`config.mk`:
```
export PLATFORM = sky130hd
export DESIGN_NAME = byte_timer16
export DESIGN_NICKNAME = d
export VERILOG_FILES = /design/src/rtl/tmr16_pkg.sv /design/src/rtl/tmr16_ctrl.sv /design/src/rtl/tmr16_dp.sv /design/src/rtl/byte_timer16.sv
export SDC_FILE = /design/constraint.sdc
export NUM_CORES = 1
export LEC_CHECK = 0
export CORE_MARGIN = 2
export CORE_UTILIZATION = 35
export DETAILED_ROUTE_END_ITERATION = 8
export PLACE_DENSITY = 0.63
export SLEW_MARGIN = 20
export SYNTH_ARGS = -nofsm -noshare
export SYNTH_HDL_FRONTEND = slang
export SYNTH_HIERARCHICAL = 1
export SYNTH_SLANG_ARGS = --single-unit
```
`constraint.sdc`:
```
create_clock -name clk -period 2.48 [get_ports clk]
set_input_delay 0.496 -clock clk [delete_from_list [all_inputs] [get_ports clk]]
set_output_delay 0.496 -clock clk [all_outputs]
set_load 0.01 [all_outputs]
```
`src/rtl/tmr16_pkg.sv`:
```
package tmr16_pkg;
  localparam int CNT_W  = 16;
  localparam int BYTE_W = 8;

  typedef enum logic [1:0] {
    ADDR_LOW  = 2'd0,
    ADDR_HIGH = 2'd1,
    ADDR_FLAG = 2'd2,
    ADDR_NONE = 2'd3
  } addr_e;

  typedef struct packed {
    logic loadLow;   // low-byte write: whole counter load
    logic loadTemp;  // high-byte write into holding register
    logic snapTemp;  // low-byte read: capture upper half
    logic tickEn;    // gated tick
    logic doClear;   // clear on tick
    logic doDown;    // decrement on tick
    logic flagClr;   // software clear of overflow flag
  } strobe_t;
endpackage

```
`src/rtl/tmr16_ctrl.sv`:
```
module tmr16_ctrl
  import tmr16_pkg::*;
#(
  parameter int SEL_W = 3
) (
  input  logic [1:0]       busAddr,
  input  logic             busWr,
  input  logic             busRd,
  input  logic             wdataBit0,
  input  logic             tick,
  input  logic [SEL_W-1:0] clkSel,
  input  logic             countDown,
  input  logic             clearReq,
  output strobe_t          strobes
);
  logic clkRunning;
  logic rdOnly;

  assign clkRunning = |clkSel;
  assign rdOnly     = busRd && !busWr;

  always_comb begin
    strobes          = '0;
    strobes.loadLow  = busWr && (busAddr == ADDR_LOW);
    strobes.loadTemp = busWr && (busAddr == ADDR_HIGH);
    strobes.flagClr  = busWr && (busAddr == ADDR_FLAG) && wdataBit0;
    strobes.snapTemp = rdOnly && (busAddr == ADDR_LOW);
    strobes.tickEn   = tick && clkRunning;
    strobes.doClear  = clearReq;
    strobes.doDown   = countDown;
  end
endmodule

```
`src/rtl/tmr16_dp.sv`:
```
module tmr16_dp
  import tmr16_pkg::*;
#(
  parameter int W  = CNT_W,
  localparam int BW = W / 2
) (
  input  logic          clk,
  input  logic          rstN,
  input  strobe_t       strobes,
  input  logic [1:0]    busAddr,
  input  logic [BW-1:0] busWdata,
  input  logic [W-1:0]  topVal,
  output logic [BW-1:0] busRdata,
  output logic [W-1:0]  cnt,
  output logic          atTop,
  output logic          atBottom,
  output logic          ovfFlag
);
  logic [BW-1:0] tempReg;
  logic [W-1:0]  cntNext;
  logic          ovfSet;
  logic          upWrap;
  logic          topClear;

  assign atTop    = (cnt == topVal);
  assign atBottom = (cnt == '0);

  assign upWrap   = strobes.tickEn && !strobes.doClear && !strobes.doDown && (cnt == '1);
  assign topClear = strobes.tickEn && strobes.doClear && !strobes.doDown && atTop;
  assign ovfSet   = !strobes.loadLow && (upWrap || topClear);

  always_comb begin
    cntNext = cnt;
    if (strobes.loadLow)       cntNext = {tempReg, busWdata};
    else if (strobes.tickEn) begin
      if (strobes.doClear)     cntNext = '0;
      else if (strobes.doDown) cntNext = cnt - 1'b1;
      else                     cntNext = cnt + 1'b1;
    end
  end

  always_ff @(posedge clk) begin
    if (!rstN) begin
      cnt     <= '0;
      tempReg <= '0;
      ovfFlag <= 1'b0;
    end else begin
      cnt <= cntNext;
      if (strobes.loadTemp)      tempReg <= busWdata;
      else if (strobes.snapTemp) tempReg <= cnt[W-1:BW];
      if (ovfSet)                ovfFlag <= 1'b1;
      else if (strobes.flagClr)  ovfFlag <= 1'b0;
    end
  end

  always_comb begin
    unique case (busAddr)
      ADDR_LOW:  busRdata = cnt[BW-1:0];
      ADDR_HIGH: busRdata = tempReg;
      ADDR_FLAG: busRdata = {{(BW-1){1'b0}}, ovfFlag};
      default:   busRdata = '0;
    endcase
  end

  // low-byte read captures the upper half
  p_snap_high_r2: assert property (@(posedge clk) disable iff (!rstN)
    strobes.snapTemp |=> tempReg == $past(cnt[W-1:BW]));
  // high-byte write leaves the counter alone when nothing else moves it
  p_temp_only_r3: assert property (@(posedge clk) disable iff (!rstN)
    (strobes.loadTemp && !strobes.tickEn) |=> $stable(cnt));
  // low-byte write wins over counting
  p_cpu_wins_r4: assert property (@(posedge clk) disable iff (!rstN)
    strobes.loadLow |=> cnt == {$past(tempReg), $past(busWdata)});
  // without an enabled tick or a load the counter holds
  p_stopped_r5: assert property (@(posedge clk) disable iff (!rstN)
    (!strobes.tickEn && !strobes.loadLow) |=> $stable(cnt));
  // up-step by one
  p_step_up_r6: assert property (@(posedge clk) disable iff (!rstN)
    (strobes.tickEn && !strobes.loadLow && !strobes.doClear && !strobes.doDown)
      |=> cnt == $past(cnt) + 1'b1);
  // wrap raises the flag
  p_wrap_flag_r8: assert property (@(posedge clk) disable iff (!rstN)
    (upWrap && !strobes.loadLow) |=> ovfFlag);
  // flag is sticky without a clearing write
  p_sticky_r9: assert property (@(posedge clk) disable iff (!rstN)
    (ovfFlag && !strobes.flagClr) |=> ovfFlag);
endmodule

```
`src/rtl/byte_timer16.sv`:
```
module byte_timer16
  import tmr16_pkg::*;
#(
  parameter int W     = CNT_W,
  parameter int SEL_W = 3,
  localparam int BW   = W / 2
) (
  input  logic             clk,
  input  logic             rstN,
  input  logic [1:0]       busAddr,
  input  logic             busWr,
  input  logic             busRd,
  input  logic [BW-1:0]    busWdata,
  output logic [BW-1:0]    busRdata,
  input  logic             tick,
  input  logic [SEL_W-1:0] clkSel,
  input  logic             countDown,
  input  logic             clearReq,
  input  logic [W-1:0]     topVal,
  output logic [W-1:0]     cnt,
  output logic             atTop,
  output logic             atBottom,
  output logic             ovfFlag
);
  strobe_t strobes;

  tmr16_ctrl #(.SEL_W(SEL_W)) u_ctrl (
    .busAddr(busAddr), .busWr(busWr), .busRd(busRd), .wdataBit0(busWdata[0]),
    .tick(tick), .clkSel(clkSel), .countDown(countDown), .clearReq(clearReq),
    .strobes(strobes)
  );

  tmr16_dp #(.W(W)) u_dp (
    .clk(clk), .rstN(rstN), .strobes(strobes), .busAddr(busAddr),
    .busWdata(busWdata), .topVal(topVal), .busRdata(busRdata), .cnt(cnt),
    .atTop(atTop), .atBottom(atBottom), .ovfFlag(ovfFlag)
  );
endmodule

```
# Word-level counts from Yosys, hierarchy flattened

Cells that the tools add are included.

Reductions and logical operators: 25
$add $sub $neg: 2
Equality and inequality tests: 4
Multiplexer cells: 9

Operators by type and width:

| cell                  | count |
|---|---|
| $mux 16               | 4 |
| $pmux 8 s3            | 1 |
| $add 16x1->16 const B | 1 |
| $eq 16x16->1          | 1 |
| $eq 16x16->1 const B  | 1 |
| $logic_not 16->1      | 1 |
| $mux 8                | 2 |
| $sub 16x1->16 const B | 1 |
| $logic_and 1x1->1     | 14 |
| $reduce_bool 2->1     | 3 |
| $logic_not 1->1       | 4 |
| $reduce_or 3->1       | 1 |
| $eq 2x1->1 const B    | 1 |
| $eq 2x2->1 const B    | 1 |
| $logic_not 2->1       | 1 |
| $mux 1                | 2 |
| $logic_or 1x1->1      | 1 |

Input port bits: 36
Output and inout port bits: 27
Logic and storage cells: 43
Flip-flop bits (word level): 25

# Logic depth before layout (Yosys ltp)

Depth in word-level cells: 8
Depth in mapped cells: 9
Gate-level depth less buffers: 8

# Cells and area by module

The synthesis kept the hierarchy.

By module, submodules not included:

| module     | area an instance (um2) | cells an instance | instances | sequential area each (um2) |
|---|---|---|---|---|
| tmr16_dp   | 2309.7                 | 293               | 1         | 500.5 |
| tmr16_ctrl | 67.6                   | 7                 | 1         | 0.0 |

# Worst setup path before layout

Ideal clock, no wire load.

Path kind: input -> register
Start point: input countDown
End point: register u_dp.cnt[10]
Data arrival time: 2196 ps
Setup time: 116 ps
Cell stages on the path: 8
Setup slack: 168 ps
Cell sequence: buf_4 -> ha_1 -> nor2b_4 -> o31a_1 -> o2111ai_2 -> a21oi_1 -> or3_1 -> a31o_1

Cells in the longest elaborated chain, start to end: 4

RTL lines:

| what                 | line               | source |
|---|---|---|
| from (decl)          | byte_timer16.sv:17 | `input logic countDown,` |
| $mux 16              | tmr16_dp.sv:37     | `else if (strobes.doDown) cntNext = cnt - 1'b1;` |
| $mux 16              | tmr16_dp.sv:36     | `if (strobes.doClear) cntNext = '0;` |
| $mux 16              | tmr16_dp.sv:35     | `else if (strobes.tickEn) begin` |
| $mux 16              | tmr16_dp.sv:34     | `if (strobes.loadLow) cntNext = {tempReg, busWdata};` |
| to (signal assigned) | tmr16_dp.sv:48     | `cnt <= cntNext;` |
| to (decl)            | tmr16_dp.sv:14     | `output logic [W-1:0] cnt,` |

Every way passes these cells. The select of a mux whose other input is x is not followed.
A chain may end at the register's enable or synchronous reset.

# Worst setup path in the final report

Start point: input busAddr[0]
End point: output busRdata[6]

Cells in the longest elaborated chain, start to end: 2
Elaborated cells between the ends (all ways): 4
Classes of those cells: eq/ne: 2; mux: 1; reduce/logical: 1

RTL lines:

| what                                     | line               | source |
|---|---|---|
| from (decl)                              | byte_timer16.sv:10 | `input logic [1:0] busAddr,` |
| $eq 2x2->1, or another cell as far along | tmr16_dp.sv:57     | `unique case (busAddr)` |
| $pmux 8 s3 (*)                           | tmr16_dp.sv:57     |  |
| to (decl)                                | byte_timer16.sv:14 | `output logic [BW-1:0] busRdata,` |

Mark *: on every way between the ends. The rest lies on a longest branch, timed or not.

==> flow_results.org <==
** Synth
- A synthesized cell averages 7.92 µm².
- Sequential area share after synthesis :: 21.1%
- Synthesis produced 300 cells.
- Yosys mapped a number of flops with a built-in enable equal to 0.
- The number of nets in the synthesized netlist is roughly 350.
- Top-area cell type share of the netlist area :: 21.1%
- Post-synthesis instance area :: between 0.002 and 0.0025 mm²
- Number of warnings issued by yosys :: 6
- After synthesis the netlist holds a flip-flop and latch count of 25.
- In the synthesized netlist the dominant register cell turns out to be dfxtp_1.
- After synthesis, the cell types taking the most area are dfxtp_1 21%, mux2i_1 8.0%, ha_1 7.4%, xnor2_1 7.4%, a21oi_1 6.5%.
- Yosys cell types :: 61
- Most common cell in the netlist :: nor2_1
- List of most frequent post-synthesis cells :: 41 x nor2_1, 31 x a21oi_1, 25 x dfxtp_1
- Synth async-reset ratio :: 0%
- dfxtp_1 takes more of the synthesized area than any other cell.

** CTS
- Total setup buffers inserted after CTS :: 0
- Clock insertion delay at the later pin of the skew report :: 290 ps
- The number of hold buffers added after CTS was 0.
- Clock Pin Slew Worst Setup and Hold Paths :: 110 ps
- CTS max path bufs :: 2
- Total number of H-tree levels :: 1
- CTS placed an instance of clkbuf_8 at the clock tree root.
- TritonCTS built the clock tree.
- The tree built by TritonCTS fans out to 25 sinks.
- Clock tree synthesis inserted a total of 3 buffers.

** Setup path
- At the worst endpoint, the arrival time is ~1900 ps.
- For flop-to-flop paths, the worst setup slack is 280 ps.
- Capturing point of the worst reg2reg path :: u_dp/cnt[10]$_SDFFE_PN0P_
- STA classifies the critical path startpoint as an input port.
- By startpoint and endpoint, the worst setup path is classified as in2out.
- Critical-path maximum fanout :: 13
- STA classifies the critical path endpoint as an output pin.
- Depth of the most critical reg-to-reg path :: 7
- At the worst endpoint, the required time is 1980 ps.
- The worst register-to-register path begins at u_dp/cnt[2]$_SDFFE_PN0P_.

** Global routing
- Routing usage on met3 :: 3.52%
- Via count of the first global-routing pass :: 2481
- For this run, global-route usage on met1 was measured as 30.0%.
- Entering global routing, the biggest net connects 21 pins.
- Global-route total usage across every layer :: 22.5%
- The first global-routing pass estimated 13100 µm of wire.
- GR Overflow Total :: 0
- met2 is the most crowded layer.
- The initial antenna violation count came to 0.
- Met2 global-route usage :: 37.8%

** Worst hold path
- The path with the worst hold slack has its endpoint at u_dp/ovfFlag$_SDFFE_PN0P_.
- Class of the most critical hold timing path :: reg2reg
- Along the worst hold path, the cell count comes to 1.
- Worst Hold Launch :: u_dp/ovfFlag$_SDFFE_PN0P_

** Power and ir drop
- The internal portion of the total power is 0.864 mW.
- Switching share of power :: 35.6%
- In this run the power spent charging and discharging nets is 0.477 mW.
- Of the total power, registers draw 33.7%.
- The completed layout was analyzed and its total power is 1.34 mW.
- Summed over all cells, the static leakage comes to 1.48 nW.
- In this run, the clock network consumes 20.9% of the power.
- IR analysis of the VDD net gives a maximum drop of 0.229 mV.
- Power per Cell Area :: 375 mW/mm²
- The share of total power dissipated in combinational logic is a little under half.

** Outcome
- Result of the run :: completed

** Route
- Initial detailed-routing violation count :: ~130
- First-pass DRT Iterations :: 4
- Final wirelength :: 8330 µm
- ANT nets after route :: 0
- Dividing the detail-routed wire length by the instance count gives 16.9 µm.
- Vias after detailed routing :: 2672
- In the routed design, unresolved DRC markers number 0.
- Ratio of routed vias to standard cells :: 5.41

** Die
- Initial core utilization :: between 30% and 40%
- During I/O placement, the number of pins put on the boundary was 63.
- Die Y :: slightly below 90 µm
- The initialized floorplan defines 30 standard-cell rows.
- Overall die width :: 86.4 µm
- Area of the placeable core :: 0.00668 mm²
- Die Footprint :: 0.00747 mm²

** STA
- Transition time at the pin with the least slew margin :: 391 ps
- Post-Route Skew :: 8.85 ps
- Setup repair after global routing left no endpoint under its margin.
- Setup violations remaining at the end of the flow were counted as 0.
- Adding up every negative setup slack in the final design gives 0 ps.
- Max-slew violation count :: 0
- Measured against its own limit, the worst slew margin works out to between 70 and 80%.
- The worst path meets setup with 58.5 ps of slack.
- Hold violation count in the final report :: 0
- Min Clock Period, post-route :: 2420 ps
- Timing would allow up to about 410 MHz.
- Of the available clock period, the critical path in the final layout requires a little over nine tenths.

** Cells and area
- Synthesis-to-finish area growth :: 50.5%
- After filler insertion, the fill cell instance count of the layout stands at 631.
- Proportion of layout cells with a drive suffix above 1 :: 22.5%
- Summing all multi-input logic gate instances after layout gives about 0.0018 mm².
- The net count of the finished layout is 466.
- Registers take around 500 µm².
- Number of diodes :: 0

** Place
- Before CTS, the worst setup slack after placement is -360 ps.
- Buffers placed on the I/O ports in this run total 62.
- Routability congestion estimate :: 0.881
- HPWL after DPL :: 6790 µm

** Flow run
- Max-cap violations in this run came to 0.
-- state kept, by name, indices dropped and copies added (netlist names) --
name	flops
u_dp/cnt	16
u_dp/ovfFlag	1
u_dp/tempReg	8
-- power by group through the flow --
stage	clock [mW]	combinational [mW]	sequential, mW
3_5_place_dp	0	0.601	0.461
3_3_place_gp	0	0.596	0.462
6_report	0.280	0.609	0.452
4_1_cts	0.283	0.605	0.452
2_1_floorplan	0	0.294	0.474
5_1_grt	0.300	0.658	0.455
-- metrics by stage --
step | hold slack, ps | instance area [µm²] | util [%] | instances
floorplan | 530 | 2380 | - | 300
global placement | 499 | 3520 | 52.6 | 490
detailed placement | 501 | 3520 | 52.6 | 490
CTS | 530 | 3570 | 53.4 | 494
global route | 562 | 3580 | 53.6 | 494
finish | 520 | 3580 | 53.6 | 494
-- area by class of cell --
type | count | share of cell area [%]
Tap cell | 80 | 2.80
Multi-Input combinational cell | 249 | 49.4
Inverter | 8 | 0.839
Timing Repair Buffer | 128 | 31.5
Clock buffer | 3 | 1.15
Clock inverter | 1 | 0.210
Sequential cell | 25 | 14.0
-- worst max-delay path: stages --
cell	delay (ps)
clkdlybuf4s50_1	510
buf_12	160
mux2i_1	240
nor2_1	60
clkdlybuf4s50_1	470
-- cell families after synthesis --
group	count (synthesis)	share of synthesized area, %
simple gates	110	25.2
compound gates	82	23.8
buf+inv	26	5.26
flops	25	21.1
xor+xnor	23	8.47
mux	19	8.00
fa+ha+maj	15	8.21
-- routing by layer --
metal / wire length [µm] / part of all wire (%)
met1: 3670 / 44
met2: 4070 / 49
met4: 87 / 1.0
met5: 0 / 0
met3: 508 / 6.1
-- timing repair --
item                       4_1_cts  5_1_grt
setup endpoints to repair        4        1
pin swaps                        1        1
gates resized for setup          4        2
cloned                           0        0
-- how the worst max path moves through the flow --
stage,end,startpoint,depth (start not counted)
5_1_grt,busRdata[0],busAddr[1],4
6_report,busRdata[6],busAddr[0],5
4_1_cts,atBottom,u_dp/cnt[0]$_SDFFE_PN0P_,4
3_3_place_gp,u_dp/cnt[13]$_SDFFE_PN0P_,countDown,9
2_1_floorplan,u_dp/cnt[10]$_SDFFE_PN0P_,countDown,8
3_5_place_dp,u_dp/cnt[13]$_SDFFE_PN0P_,countDown,9
-- cells in the final DEF (no fill, tap or decap), types with 2 or more instances in the layout --
master,netlist,final
a21oi_1,31,31
clkdlybuf4s50_1,0,59
xor2_1,3,3
inv_1,6,6
buf_4,3,65
a21o_2,2,2
dlygate4sd2_1,0,2
nor3_1,5,5
and2_1,3,3
nor4_2,0,2
nand3_1,2,2
clkbuf_8,0,3
o21a_1,2,2
or3_1,2,2
mux2i_1,19,19
nand2_1,17,17
xnor2_1,20,20
o31a_1,2,2
o21ai_0,9,9
inv_2,2,2
dfxtp_1,25,24
o21ai_1,4,4
nand2b_1,2,2
nor4_1,5,3
nand4_1,11,11
ha_1,14,14
nor3b_1,11,10
o31ai_1,2,2
nor2_1,41,41
a21o_1,4,4
o211ai_1,2,2
o22ai_1,6,6
Note: power is estimated with default switching activity, not from simulation.
